$ cat src/rtl/xb_pkg.sv
package xb_pkg;
    localparam int XB_AW          = 32;
    localparam int XB_OFF_SECTION = 20;
    localparam int XB_OFF_LARGE   = 16;
    localparam int XB_OFF_SMALL   = 12;
    localparam int XB_OFF_TINY    = 10;

    typedef enum logic [1:0] {
        SZ_SECTION = 2'd0,
        SZ_LARGE   = 2'd1,
        SZ_SMALL   = 2'd2,
        SZ_TINY    = 2'd3
    } map_size_e;

    typedef enum logic [1:0] {
        DOM_DENY    = 2'd0,
        DOM_CLIENT  = 2'd1,
        DOM_RSVD    = 2'd2,
        DOM_MANAGER = 2'd3
    } dom_class_e;

    typedef struct packed {
        logic [XB_AW-1:0] vaddr;
        logic [XB_AW-1:0] paddr;
        logic [XB_AW-1:0] mask;
    } fill_req_t;

    function automatic logic [XB_AW-1:0] size_mask(map_size_e sz);
        logic [XB_AW-1:0] ones;
        ones = {XB_AW{1'b1}};
        case (sz)
            SZ_SECTION: size_mask = ones << XB_OFF_SECTION;
            SZ_LARGE:   size_mask = ones << XB_OFF_LARGE;
            SZ_SMALL:   size_mask = ones << XB_OFF_SMALL;
            default:    size_mask = ones << XB_OFF_TINY;
        endcase
    endfunction
endpackage

$ cat src/rtl/xb_fill_gate.sv
module xb_fill_gate
    import xb_pkg::*;
(
    input  logic       req,
    input  dom_class_e dom,
    input  logic       perm_ok,
    output logic       allow
);
    always_comb begin
        case (dom)
            DOM_MANAGER: allow = req;
            DOM_CLIENT:  allow = req & perm_ok;
            default:     allow = 1'b0;
        endcase
    end
endmodule

$ cat src/rtl/xb_entry.sv
module xb_entry
    import xb_pkg::*;
(
    input  logic             clk,
    input  logic             rst,
    input  logic             clear,
    input  logic             load,
    input  fill_req_t        req,
    input  logic [XB_AW-1:0] look_va,
    output logic             hit,
    output logic [XB_AW-1:0] look_pa
);
    logic             valid_q;
    logic [XB_AW-1:0] tag_q;
    logic [XB_AW-1:0] frame_q;
    logic [XB_AW-1:0] offm_q;

    always_ff @(posedge clk) begin
        if (rst) begin
            valid_q <= 1'b0;
            tag_q   <= '0;
            frame_q <= '0;
            offm_q  <= '0;
        end else if (clear) begin
            valid_q <= 1'b0;
        end else if (load) begin
            valid_q <= 1'b1;
            tag_q   <= req.vaddr & req.mask;
            frame_q <= req.paddr & req.mask;
            offm_q  <= ~req.mask;
        end
    end

    always_comb begin
        hit     = valid_q && ((look_va & ~offm_q) == tag_q);
        look_pa = frame_q | (look_va & offm_q);
    end
endmodule

$ cat src/rtl/xlat_buf.sv
module xlat_buf
    import xb_pkg::*;
#(
    parameter int NCH = 3
) (
    input  logic                       clk,
    input  logic                       rst,
    input  logic                       mmu_en,
    input  logic [NCH-1:0][XB_AW-1:0]  lk_vaddr,
    output logic [NCH-1:0]             lk_hit,
    output logic [NCH-1:0][XB_AW-1:0]  lk_paddr,
    input  logic [NCH-1:0]             fill_valid,
    input  logic [XB_AW-1:0]           fill_vaddr,
    input  logic [XB_AW-1:0]           fill_paddr,
    input  logic [1:0]                 fill_size,
    input  logic [1:0]                 fill_dom,
    input  logic                       fill_perm_ok,
    input  logic [NCH-1:0]             inval
);
    fill_req_t req;

    always_comb begin
        req.vaddr = fill_vaddr;
        req.paddr = fill_paddr;
        req.mask  = size_mask(map_size_e'(fill_size));
    end

    for (genvar c = 0; c < NCH; c++) begin : g_ch
        logic             allow;
        logic             e_hit;
        logic [XB_AW-1:0] e_pa;

        xb_fill_gate u_gate (
            .req     (fill_valid[c]),
            .dom     (dom_class_e'(fill_dom)),
            .perm_ok (fill_perm_ok),
            .allow   (allow)
        );

        xb_entry u_ent (
            .clk     (clk),
            .rst     (rst),
            .clear   (inval[c]),
            .load    (allow),
            .req     (req),
            .look_va (lk_vaddr[c]),
            .hit     (e_hit),
            .look_pa (e_pa)
        );

        always_comb begin
            lk_hit[c]   = mmu_en ? e_hit : 1'b1;
            lk_paddr[c] = mmu_en ? e_pa  : lk_vaddr[c];
        end
    end
endmodule

$ cat config.mk
export PLATFORM = sky130hd
export DESIGN_NAME = xlat_buf
export DESIGN_NICKNAME = d
export VERILOG_FILES = /design/src/rtl/xb_pkg.sv /design/src/rtl/xb_fill_gate.sv /design/src/rtl/xb_entry.sv /design/src/rtl/xlat_buf.sv
export SDC_FILE = /design/constraint.sdc
export NUM_CORES = 1
export LEC_CHECK = 0
export BUFFER_PORTS_ARGS = -buffer_cell sky130_fd_sc_hd__buf_2
export CAP_MARGIN = 20
export CELL_PAD_IN_SITES_DETAIL_PLACEMENT = 0
export CELL_PAD_IN_SITES_GLOBAL_PLACEMENT = 1
export CORE_UTILIZATION = 32
export CTS_CLUSTER_SIZE = 24
export DETAILED_ROUTE_END_ITERATION = 10
export GPL_ROUTABILITY_DRIVEN = 0
export PLACE_DENSITY = 0.83
export SLEW_MARGIN = 20
export SYNTH_ARGS = -nofsm -noshare
export SYNTH_HDL_FRONTEND = slang
export SYNTH_SLANG_ARGS = --single-unit
$ cat constraint.sdc
create_clock -name clk -period 1.61 [get_ports clk]
set_input_delay 0.322 -clock clk [delete_from_list [all_inputs] [get_ports clk]]
set_output_delay 0.322 -clock clk [all_outputs]
set_load 0.01 [all_outputs]
==> run summary, run 1 <==
The run finished, with violations left. The checks that failed: setup timing. The initial utilization of the core area, before any placement, comes to 33.03%.

The count of nets left with antenna violations once routing finished came out at 0. Chip height: 153.0 um. The post-route netlist has 37.15% of its cells at a drive strength greater than 1. In this run the register-to-register setup slack is 790 ps.

The adder-cell area share of the yosys netlist came out at 0%. Summed over all nets, the switching power comes to 2.415 mW. The number of synthesized register bits was 147; the number of distinct library cell variants in the gate-level netlist after synthesis was 41. The clock insertion delay at the later pin of the skew report is 420 ps, and the leftover overflow at the end of global routing is 0.

The tree is rooted in a sky130_fd_sc_hd__clkbuf_16. Global router's overall resource usage: 20.99%. Sequential cells burn 39.3% of the power.

The compound-gate portion of the synthesized area came out at 17.49%. Data on the critical path arrives at its endpoint at 2000 ps. The area of the core is 0.02209 mm^2, and the layout overhead on the synthesized area is 41.25%. The die covers 0.02342 mm^2.

TritonCTS built the clock tree. Path type of the worst min-delay path: input pin to flip-flop. Dividing the detail-routed via count by the number of cells gives 5.052.

In the synthesized netlist, the number of instances is 923. The post-synthesis share of cell area spent on xor and xnor gates was 6.120%. The run gives -716.1 ps as the least setup slack across all paths after layout. The tools report the proportion of synthesized chip area in sequential cells as 40.32%. The tool flagged a number of max-cap violations equal to 0. Setup violations remaining at the end of the flow were counted as 27. In the final design database the tool counted 1383 nets. The tools report the startpoint type of the worst setup path as a flip-flop. The floorplan has 54 rows.

By area, the combinational part of the netlist is dominated by simple AND/OR/NAND/NOR gates. The number of endpoints with negative hold slack in the final report came out at 0. Synthesized-area fraction occupied by and/or/nand/nor cells: 26.30%. The average wire per cell in the routed design came out at 16.74 um. For the part of the power in the clock network, the log shows 45.3%. The number of pins with negative max-slew slack in the final report was 0. The start point of the worst min-delay path is inval[1].

The worst setup path is captured at an output port. The total length of routed wires is 25160 um. The via count of the first global-routing pass was 7089. The post-synth net total came out at 1097. In this run switching power makes up 24.95% of total power. The critical path in this run is classified as flip-flop to output port. For this run, the number of Yosys warnings is 0. Counting cells, the worst reg-to-reg path comes to 3. For this run, design rule violations remaining after detail routing come to 0.

The run gives 2 as the number of buffers on the longest clock path. The DRC marker count from the first detailed-route iteration is 424, and the async set-or-reset flop fraction in the synthesized netlist is 0%. The count of TritonRoute iterations in the first routing pass was 4. The analysis attributes to cell leakage a power of 4.276 nW. The number of antenna violations at the first check in global routing was 1; the per-instance average area after synthesis was 7.907 um^2. Share of the clock period used by the worst path: 144.5%. The data required time at the worst endpoint was 1290 ps. The worst hold path was traced through 2 stages. The internal power component is 7.264 mW.

The half-perimeter wire length after detailed placement was 18370 um; the vias after detailed routing was 7593. Power spread over the standard cell area amounts to 938.9 mW/mm^2. For this run, the top clock speed supported by timing is 429.9 MHz. Of all nets on the critical path, the largest fanout is 4. Of the total power, combinational logic draws 15.4%. Clock-pin slew was measured on the worst setup and hold paths at 60 ps. The tools report the headroom to the max-slew limit as 73.28%.

Timing analysis after detailed placement gives a worst setup slack of -557.1 ps. The number of enable-type register cells in the synthesized netlist is 0, and the highest ir drop seen on vdd is 686.5 uV. Clock tree synthesis found a total of 147 sinks. Among all flip-flop cells after synthesis, the most frequent one is sky130_fd_sc_hd__dfxtp_1.

The completed layout was analyzed and its total power is 9.679 mW. The worst register-to-register path ends at g_ch[2].u_ent.offm_q[15]. Setup repair after global routing could not meet its margin everywhere. TritonCTS created 17 clock buffers. After synthesis the cells add up to 0.007298 mm^2. CTS built an H-tree with a depth of 4.

For the pin with the worst max-slew slack, the measured transition is 400.7 ps. Worst clock skew: 0 ps. For hold timing, the worst endpoint is g_ch[1].u_ent.valid_q. Critical register-to-register path startpoint: g_ch[2].u_ent.offm_q[15]. The count of buffers added on input and output ports is 252. Pin placement for this block handled 273 I/O pins. The time the final worst path needs with I/O delays and setup works out to 2326 ps. Multiplexer area fraction after synthesis: 5.555%. Entering global routing, the biggest net connects 56 pins. Measured along the x axis, the die boundary spans 153.0 um. The first global-routing pass estimated 38240 um of wire.
-- flip-flops by register name (all words and copies together), names as in the netlist --
signal,cells
g_ch.u_ent.frame_q,66
g_ch.u_ent.offm_q,12
g_ch.u_ent.tag_q,66
g_ch.u_ent.valid_q,3
-- final cells by class --
type / instances / area (um^2)
Clock buffer: 23 / 467.9
Clock inverter: 9 / 176.4
Antenna cell: 1 / 2.502
Sequential cell: 147 / 2984
Timing Repair Buffer: 325 / 2022
Tap cell: 280 / 350.3
Multi-Input combinational cell: 716 / 4298
Inverter: 2 / 7.507
Fill cell: 2202 / 11790
-- layer usage --
layer / global-route usage, % / part of all wire (%) / vias up
met5: 0 / 0.068 / -
met4: 5.580 / 1.5 / 2
met3: 4.650 / 6.0 / 28
met2: 37.92 / 51 / 265
met1: 24.86 / 42 / 3535
li1: - / - / 3763
-- power groups by stage --
stage	combinational, mW	clock, mW	sequential [mW]
after floorplan	0.706	0	3.86
after global placement	1.42	0	3.87
after detailed placement	1.43	0	3.88
after CTS	1.48	4.46	3.80
after global routing	1.62	4.63	3.81
final	1.49	4.38	3.80
-- worst max-delay path, cell delays in order, from the launching register on --
cell and delay, ps:
sky130_fd_sc_hd__dfxtp_2 340, sky130_fd_sc_hd__and4bb_1 250, sky130_fd_sc_hd__a31oi_1 60, sky130_fd_sc_hd__o32ai_2 170, sky130_fd_sc_hd__nand4_1 160, sky130_fd_sc_hd__o41ai_2 400
sky130_fd_sc_hd__buf_2 190
-- cells by family after synthesis --
logic type / count (synthesis)
buffers and inverters: 62
muxes: 36
AOI/OAI and AO/OA: 211
xor gates and xnor gates: 51
DFF: 147
and+or+nand+nor: 416
-- worst max-delay path by stage --
stage	startpoint	endpoint	slack [ps]
floorplan	lk_vaddr[5]	lk_hit[0]	-90
global placement	lk_vaddr[62]	lk_hit[1]	-580
detailed placement	lk_vaddr[62]	lk_hit[1]	-560
CTS	g_ch[1].u_ent.tag_q[16]	lk_hit[1]	-690
global route	g_ch[2].u_ent.tag_q[18]	lk_hit[2]	-800
finish	g_ch[2].u_ent.tag_q[17]	lk_hit[2]	-720
-- placed cells by master (no fill, tap or decap), types with 10 or more instances in the layout --
cell type,n
sky130_fd_sc_hd__buf_12,13
sky130_fd_sc_hd__dfxtp_1,118
sky130_fd_sc_hd__nor2b_1,10
sky130_fd_sc_hd__buf_4,55
sky130_fd_sc_hd__nor2_1,41
sky130_fd_sc_hd__buf_2,247
sky130_fd_sc_hd__xnor2_1,29
sky130_fd_sc_hd__clkbuf_16,17
sky130_fd_sc_hd__nand2_1,249
sky130_fd_sc_hd__xor2_1,20
sky130_fd_sc_hd__nand3_1,25
sky130_fd_sc_hd__mux2_2,36
sky130_fd_sc_hd__and2_1,29
sky130_fd_sc_hd__nand2b_4,14
sky130_fd_sc_hd__a22o_1,30
sky130_fd_sc_hd__dfxtp_2,27
sky130_fd_sc_hd__a21oi_1,138
sky130_fd_sc_hd__buf_6,10
sky130_fd_sc_hd__a31oi_1,15
-- cells in the mapped netlist, types with 9 or more instances --
master	instances	area share [%]
sky130_fd_sc_hd__dfxtp_1	147	40
sky130_fd_sc_hd__nand2_1	249	13
sky130_fd_sc_hd__nor2b_1	10	0.86
sky130_fd_sc_hd__xor2_1	20	2.4
sky130_fd_sc_hd__clkbuf_1	31	1.6
sky130_fd_sc_hd__o32ai_1	13	1.6
sky130_fd_sc_hd__a21oi_1	138	9.5
sky130_fd_sc_hd__nand3_1	25	1.7
sky130_fd_sc_hd__buf_4	9	0.93
sky130_fd_sc_hd__a31oi_1	15	1.3
sky130_fd_sc_hd__and2_1	29	2.5
sky130_fd_sc_hd__nor2_1	42	2.2
sky130_fd_sc_hd__xnor2_1	31	3.7
sky130_fd_sc_hd__mux2_2	36	5.6
sky130_fd_sc_hd__buf_2	18	1.2
sky130_fd_sc_hd__nand2b_1	12	1.0
sky130_fd_sc_hd__a22o_1	30	3.6
-- repair_timing --
action,4_1_cts,5_1_grt
hold endpoints to repair,0,0
hold buffers,0,0
setup buffers,2,1
pin swaps,41,13
setup endpoints to repair,63,35
gates cloned,0,2
gates resized for setup,58,17
-- metrics by stage --
stage          util, %  hold WS (ps)  cells  setup TNS [ps]  instance area [um^2]
2_1_floorplan        -         401.3    923          -86.68                  7313
5_1_grt          46.65         106.2   1502           -4511                 10310
4_1_cts          46.16         98.60   1499           -3314                 10200
3_3_place_gp     42.24         437.8   1465           -1324                  9333
6_report         46.66         111.4   1503           -3036                 10310
3_5_place_dp     42.24         446.6   1465           -1316                  9333
Power figures use the tool's default switching activity.
==> inputs of run 2 (changes only) <==
--- a/config.mk
+++ b/config.mk
@@ -7,13 +7,13 @@
 export LEC_CHECK = 0
 export BUFFER_PORTS_ARGS = -buffer_cell sky130_fd_sc_hd__buf_2
 export CAP_MARGIN = 20
-export CELL_PAD_IN_SITES_DETAIL_PLACEMENT = 0
-export CELL_PAD_IN_SITES_GLOBAL_PLACEMENT = 1
-export CORE_UTILIZATION = 32
+export CELL_PAD_IN_SITES_DETAIL_PLACEMENT = 1
+export CELL_PAD_IN_SITES_GLOBAL_PLACEMENT = 2
+export CORE_UTILIZATION = 24
 export CTS_CLUSTER_SIZE = 24
 export DETAILED_ROUTE_END_ITERATION = 10
 export GPL_ROUTABILITY_DRIVEN = 0
-export PLACE_DENSITY = 0.83
+export PLACE_DENSITY = 0.81
 export SLEW_MARGIN = 20
 export SYNTH_ARGS = -nofsm -noshare
 export SYNTH_HDL_FRONTEND = slang
==> run 2 against run 1 <==
Via count rose by 0.72%. Maximum frequency rose by 0.58%. Worst hold slack better by 1.2 ps. Die area rose by 33%. Clock-buffer cell count decreased by 5. Sequential power hardly changed. The run still ends with setup timing left. Critical path depth unchanged. First-iteration DRC count shrank 18%. Worst setup slack improved by 14 ps. Final area rose by 1.2%. Non-clock buffer count fell by 6. Final cell count grew 6.9%. Critical endpoint is now lk_hit[1].
==> run summary, run 2 (synthesis gave the netlist of run 1 again) <==
TritonCTS built the clock tree. The power density of the placed cells works out to 899.3 mW/mm^2 (-4.2%). The number of pins with negative max-slew slack in the final report came out at 0 (unchanged). The total power was 9.378 mW (-3.1%). Leakage power total: 4.247 nW (-0.68%). For the headroom to the max-slew limit, the log shows 66.19% (-7.1 points). Setup repair after global routing could not meet its margin everywhere. The run finished, with violations left.

The run gives 43840 um (+15%) as the wire length of the first global-routing pass. The total length of routed wires is 29000 um (+15%). The library cell used most frequently in the layout, excluding fill and tap cells, is sky130_fd_sc_hd__nand2_1. For the DRC marker count from the first detailed-route iteration, the log shows 347 (-18%). The count of TritonRoute iterations in the first routing pass was 6 (+2); the vias after detailed routing was 7648 (+0.72%).

The die extent in x works out to 176.4 um (+15%). The area of the core is 0.02980 mm^2 (+35%), and the global router's overall resource usage is 18.57% (-2.4 points). The number of hold-repair buffers added at the cts stage came out at 0 (unchanged).

The tools report the remaining routing DRC violations as 0 (unchanged). For the final setup violation count, the log shows 17 (-37%). Compared with the post-synthesis result, the final layout area differs by 42.88%. The chip height works out to 176.4 um (+15%).

In this run the worst hold path is classified as input pin to flip-flop. The clock slew seen by the registers of the worst setup and hold paths was 60 ps (about the same). For the half-perimeter wire length after detailed placement, the log shows 22200 um (+21%). The number of buffers on the longest clock path is 2 (unchanged), and the slew at the pin closest to its max-slew limit is 507.2 ps (+106.4 ps). For the highest clock rate, the log shows 432.4 MHz (+0.58%). The total die area is 0.03111 mm^2 (+33%). The number of cell instances on the worst register-to-register path was 3 (unchanged). The tools report the category of the worst setup path capture point as an output port.

Average wire per cell in the routed design: 18.06 um (+7.9%). The cell sitting at the root of the clock tree is a sky130_fd_sc_hd__clkbuf_16. The run gives 3647 (+66%) as the final-layout fill cell count. The checks that failed: setup timing. The logs give -2596 ps (+439.3 ps) for the summed negative setup slack over all endpoints and 7863 (+11%) for the via count of the first global-routing pass. Number of antenna diodes: 0 (-1). The arrival time reported for the critical path endpoint came out at 1990 ps (about the same). The post-route non-filler standard cell count was 1606 (+6.9%). The boundary pin count was 273 (unchanged); the highest ir drop seen on vdd was 601.2 uV (-12%). The share of the core filled with cells was 35.00% (-12 points); the number of buffers inserted by port buffering was 252 (unchanged). Data required time at the worst endpoint: 1290 ps (about the same). The critical path is of the flip-flop to output port type.

The count of max-cap constraint violations came out at 0 (unchanged). The highest fanout seen on the critical path is 3 (-1). Number of endpoints with negative hold slack in the final report: 0 (unchanged). For the number of placement rows, the log shows 63 (+17%). The logs give 4 (unchanged) for the number of H-tree branching levels and 1569 (+7.1%) for the placed instance count. The worst setup path is launched from a flip-flop.

The logs give 24.49% (-8.5 points) for the starting utilization of the core area and 4 (+3) for the number of antenna violations at the first check in global routing. The share of the clock period used by the worst path was 143.6% (-0.84 points). For the final net count, the log shows 1377 (-0.43%). The least setup slack across all paths after layout was -702.6 ps (+13.50 ps); the maximum number of pins on one net before global-route repair was 36 (-36%). The time the final worst path needs with I/O delays and setup works out to 2313 ps (-13.50 ps). The via count normalized by instance count was 4.762 (-5.7%); the fraction of final layout cells with drive strength greater than 1 was 38.24% (+1.1 points). The top cell types in the final layout, fill and taps aside, are sky130_fd_sc_hd__nand2_1 (249), sky130_fd_sc_hd__buf_2 (248), sky130_fd_sc_hd__a21oi_1 (138), sky130_fd_sc_hd__dfxtp_1 (112), sky130_fd_sc_hd__buf_4 (49). The largest registers in the layout are g_ch.u_ent.frame_q (66), g_ch.u_ent.tag_q (66), g_ch.u_ent.offm_q (12). The TritonCTS sink count was 147 (unchanged); the leftover overflow at the end of global routing was 0 (unchanged). Total clock buffers created by CTS: 17 (unchanged). The worst clock skew was 0 ps (unchanged); the worst hold slack was 112.6 ps (+1.205 ps). The clock insertion delay at the later pin of the skew report came out at 430 ps (about the same). Number of nets with antenna violations after detailed routing: 0 (unchanged). Hold-critical path depth: 2 (unchanged).
run 2: final cells by class:
| class | count | area, um^2 | area share [%] |
|---|---|---|---|
| sequential | 147 | 3002 | 28.79 |
| tap | 390 | 488.0 | 4.680 |
| clock inverter | 14 | 153.9 | 1.476 |
| inverter | 2 | 7.507 | 0.07199 |
| multi-input combinational | 716 | 4350 | 41.72 |
| clock buffer | 18 | 429.2 | 4.116 |
| timing repair buffer | 319 | 1997 | 19.15 |
run 2: path summary, 6_finish.rpt:
check | start | end | slack (ps)
setup reg to reg | g_ch[2].u_ent.offm_q[15] | g_ch[2].u_ent.offm_q[15] | 790
hold reg to reg | g_ch[1].u_ent.frame_q[20] | g_ch[1].u_ent.frame_q[20] | 460
hold / removal | inval[0] | g_ch[0].u_ent.valid_q | 110
setup / recovery | g_ch[1].u_ent.tag_q[18] | lk_hit[1] | -700
run 2: power breakdown:
| group | internal, mW | leakage (nW) | switching, mW |
|---|---|---|---|
| logic | 0.712 | 2.77 | 0.839 |
| registers | 3.73 | 1.21 | 0.0726 |
| clock network | 2.30 | 0.266 | 1.73 |
run 2: what timing repair did:
| action | CTS | global route |
|---|---|---|
| pin swaps | 40 | 14 |
| setup endpoints to repair | 63 | 37 |
| gates cloned | 1 | 1 |
| setup buffers | 3 | 0 |
| gates resized for setup | 66 | 24 |
run 2: critical path, stage by stage, from the launching register on:
cell,delay [ps]
sky130_fd_sc_hd__dfxtp_2,320
sky130_fd_sc_hd__and4bb_1,260
sky130_fd_sc_hd__a31oi_1,50
sky130_fd_sc_hd__o32ai_2,140
sky130_fd_sc_hd__nand4_1,230
sky130_fd_sc_hd__o41ai_2,370
sky130_fd_sc_hd__buf_2,190
run 2: stage by stage:
step                      instance area [um^2]  worst slack (ps)
final                                    10430            -702.6
after global routing                     10430            -804.3
after CTS                                10310            -729.1
after detailed placement                  9463            -486.3
after global placement                    9463            -525.7
after floorplan                           7313            -86.68
run 2: per-layer routing:
| metal | wire length (um) | part of all wire, % | global-route usage [%] | up-vias |
|---|---|---|---|---|
| met4 | 699 | 2.4 | 6.753 | 8 |
| li1 | - | - | - | 3747 |
| met1 | 11760 | 41 | 21.03 | 3634 |
| met5 | 48 | 0.17 | 0 | - |
| met2 | 14720 | 51 | 33.45 | 214 |
| met3 | 1770 | 6.1 | 4.630 | 45 |
==> inputs of run 3 (changes only) <==
--- a/config.mk
+++ b/config.mk
@@ -9,6 +9,7 @@
 export CAP_MARGIN = 20
 export CELL_PAD_IN_SITES_DETAIL_PLACEMENT = 1
 export CELL_PAD_IN_SITES_GLOBAL_PLACEMENT = 2
+export CORE_ASPECT_RATIO = 1.1
 export CORE_UTILIZATION = 24
 export CTS_CLUSTER_SIZE = 24
 export DETAILED_ROUTE_END_ITERATION = 10
==> run 3 against run 2 <==
The run still ends with setup timing left. Maximum frequency is 1.4% higher. Clock-buffer cell count is 2 higher. Combinational power hardly changed. Register-to-register slack worse by 20 ps. Die area hardly changed. Global-route usage is 0.42 points lower. Total power is 2.7% higher. Via count is 0.25% higher. First-iteration DRC count is 12% higher. Worst setup slack better by 31 ps. Flip-flop and latch count stayed put. Largest cell class unchanged. Largest power group unchanged.
==> run summary, run 3 (synthesis gave the netlist of run 1 again) <==
The flow ran to the end, but the final reports show violations. The checks that failed: setup timing. The run gives 18.15% (-0.42 points) as the global router's overall resource usage. Setup repair after global routing could not meet its margin everywhere. The slew at the pin closest to its max-slew limit is 399.9 ps (-107.3 ps), and the DRC marker count from the first detailed-route iteration is 388 (+12%). Among all stages on the critical path, the largest delay is contributed by sky130_fd_sc_hd__o41ai_2. The largest stage delay on the critical path came out at 370 ps (about the same).

The chip height was 184.9 um (+4.8%). The worst setup path is launched from a flip-flop. For the clock insertion delay at the later pin of the skew report, the log shows 420 ps (about the same). The highest clock rate was 438.3 MHz (+1.4%); the part of the power in the clock network was 44.6% (+1.7 points).

The path with the worst hold slack has its endpoint at g_ch[0].u_ent.valid_q. Highest ir drop seen on vdd: 567.8 uV (-5.5%). Path type of the worst min-delay path: input pin to flip-flop. The tools report the total clock buffers created by CTS as 17 (unchanged).

The tools report the leakage power total as 4.272 nW (+0.60%). The logs give 1560 (-0.57%) for the placed instance count and 9.633 mW (+2.7%) for the total power. The die extent in x came out at 168.3 um (-4.6%). The category of the worst setup path capture point is an output port. The logs give 73.09% (+6.9 points) for the headroom to the max-slew limit and 0 (unchanged) for the number of endpoints with negative hold slack in the final report. The tools report the boundary pin count as 273 (unchanged). The tools report the setup slack after placement as -555.1 ps (-68.80 ps).

For the number of antenna violations at the first check in global routing, the log shows 6 (+2). For the post-route non-filler standard cell count, the log shows 1598 (-0.50%). The clock slew seen by the registers of the worst setup and hold paths was 60 ps (about the same).

The count of max-cap constraint violations was 0 (unchanged); the final setup violation count was 31 (+14). The count of TritonRoute iterations in the first routing pass was 4 (-2). For the total length of routed wires, the log shows 28370 um (-2.2%). The wire length of the first global-routing pass is 43110 um (-1.7%), and the area of the core is 0.02973 mm^2 (-0.23%). The highest fanout seen on the critical path came out at 3 (unchanged). The worst register-to-register path ends at g_ch[0].u_ent.offm_q[11]. Via count normalized by instance count: 4.798 (+0.75%). The largest registers in the layout are g_ch.u_ent.frame_q (66), g_ch.u_ent.tag_q (66), g_ch.u_ent.offm_q (12). The run gives 0.03111 mm^2 (about the same) as the total die area. The post-detailed-placement cell area was 0.009433 mm^2 (-0.32%); the relative contribution of combinational cells to total power was 16.0% (-0.5 points). The buffer and inverter count on the worst path is 1 (unchanged). The run gives 46 (+28%) as the maximum number of pins on one net before global-route repair.

The critical path goes through and4bb_1 -> a31oi_1 -> o32ai_2 -> nand4_1 -> o41ai_2 -> buf_2. The number of placement rows was 66 (+4.8%). The critical path is of the flip-flop to output port type.

The tools report the remaining routing DRC violations as 0 (unchanged). In this run the critical register-to-register path is launched from g_ch[0].u_ent.offm_q[11]. The hold-critical path depth was 2 (unchanged); the internal power component was 7.120 mW (+5.7%). The tools report the starting utilization of the core area as 24.55% (+0.056 points).

The number of nets with antenna violations after detailed routing came out at 0 (unchanged). The layout overhead on the synthesized area was 42.64%; the number of pins with negative max-slew slack in the final report was 0 (unchanged). The number of hold-repair buffers added at the cts stage came out at 0 (unchanged).

Share of the clock period used by the worst path: 141.7% (-1.9 points). Average wire per cell in the routed design: 17.75 um (-1.7%). The start point of the worst min-delay path was inval[0]. The logs give 7667 (+0.25%) for the vias after detailed routing and 39.4% (-1.1 points) for the relative contribution of sequential cells to total power. Fraction of final layout cells with drive strength greater than 1: 37.35% (-0.89 points). The run gives 1290 ps (about the same) as the data required time at the worst endpoint. On the critical path the largest part of the delay comes from compound AO/OA/AOI/OAI gates.

The time the final worst path needs with I/O delays and setup was 2281 ps (-31.30 ps). In the layout the commonest cells are sky130_fd_sc_hd__nand2_1 (249), sky130_fd_sc_hd__buf_2 (245), sky130_fd_sc_hd__a21oi_1 (138), sky130_fd_sc_hd__dfxtp_1 (120), sky130_fd_sc_hd__buf_4 (56). The arrival time reported for the critical path endpoint is 1960 ps (-30 ps), and the power density of the placed cells is 925.4 mW/mm^2 (+2.9%).

For the number of H-tree branching levels, the log shows 4 (unchanged). The number of buffers inserted by port buffering was 252 (unchanged); the half-perimeter wire length after detailed placement was 21800 um (-1.8%). The leftover overflow at the end of global routing is 0 (unchanged).

The root buffer cell is sky130_fd_sc_hd__clkbuf_16. Leaving out fill and tap cells, the most frequent cell in the layout is sky130_fd_sc_hd__nand2_1. The number of cell instances on the worst register-to-register path is 3 (unchanged), and the switching portion of total power is 26.09% (-2.1 points). The tools report the final net count as 1383 (+0.44%). The tools report the via count of the first global-routing pass as 7838 (-0.32%). The net load switching power is 2.513 mW (-4.8%).

The design area is 0.01041 mm^2 (-0.17%). The worst clock skew is 0 ps (unchanged), and the share of the core filled with cells is 35.02% (about the same). For the number of buffers on the longest clock path, the log shows 2 (unchanged). The least setup slack across all paths after layout was -671.3 ps (+31.30 ps). The worst-case register-to-register setup slack came out at 770 ps (-20 ps). The tools report the TritonCTS sink count as 147 (unchanged). TritonCTS built the clock tree.
## run 3: cell types whose count changed in the layout (fill, tap and decap cells not counted), sizes merged
| cell | change |
|---|---|
| clkinv | +1 |
| bufinv | +2 |
| clkbuf | +2 |
| clkinvlp | -5 |
| diode | +3 |
| inv | -1 |
| buf | +6 |
## run 3: cell type report
type / instances / area, um^2
Timing Repair Buffer: 325 / 2013
Fill cell: 3614 / 19320
Antenna cell: 3 / 7.507
Tap cell: 374 / 467.9
Sequential cell: 147 / 2984
Inverter: 2 / 7.507
Clock buffer: 20 / 456.7
Clock inverter: 11 / 172.7
Multi-Input combinational cell: 716 / 4300
## run 3: metrics by stage
| step | setup TNS [ps] | hold slack, ps |
|---|---|---|
| global placement | -2429 | 438.7 |
| global route | -4969 | 118.2 |
| detailed placement | -1421 | 449.0 |
| floorplan | -86.68 | 401.3 |
| CTS | -3886 | 108.1 |
| finish | -3053 | 120.2 |
## run 3: power by group through the flow
stage                     sequential (mW)  combinational, mW  clock (mW)
after global routing                 3.81               1.67        4.56
after floorplan                      3.86              0.706           0
after CTS                            3.80               1.53        4.38
final                                3.80               1.54        4.29
after global placement               3.87               1.46           0
after detailed placement             3.88               1.48           0
## run 3: metal layers
layer	GRT usage (%)	share of wire (%)	up-vias	wire (um)
met5	0	0.081	-	23
met4	5.200	1.5	4	414
met3	4.209	5.2	24	1482
met2	33.59	52	178	14850
met1	20.66	41	3698	11590
li1	-	-	3763	-
## run 3: worst max path at each step
stage | from | end | slack (ps) | depth (start not counted)
2_1_floorplan | lk_vaddr[5] | lk_hit[0] | -90 | 4
3_3_place_gp | lk_vaddr[62] | lk_hit[1] | -550 | 7
3_5_place_dp | lk_vaddr[62] | lk_hit[1] | -560 | 7
4_1_cts | g_ch[1].u_ent.tag_q[16] | lk_hit[1] | -680 | 6
5_1_grt | g_ch[2].u_ent.tag_q[17] | lk_hit[2] | -800 | 6
6_report | g_ch[2].u_ent.tag_q[17] | lk_hit[2] | -670 | 6
## run 3: timing repair
| action | 4_1_cts | 5_1_grt |
|---|---|---|
| resized for setup | 49 | 31 |
| gates cloned | 0 | 2 |
| setup buffers | 1 | 1 |
| pin swaps | 34 | 13 |
| setup endpoints to repair | 63 | 44 |
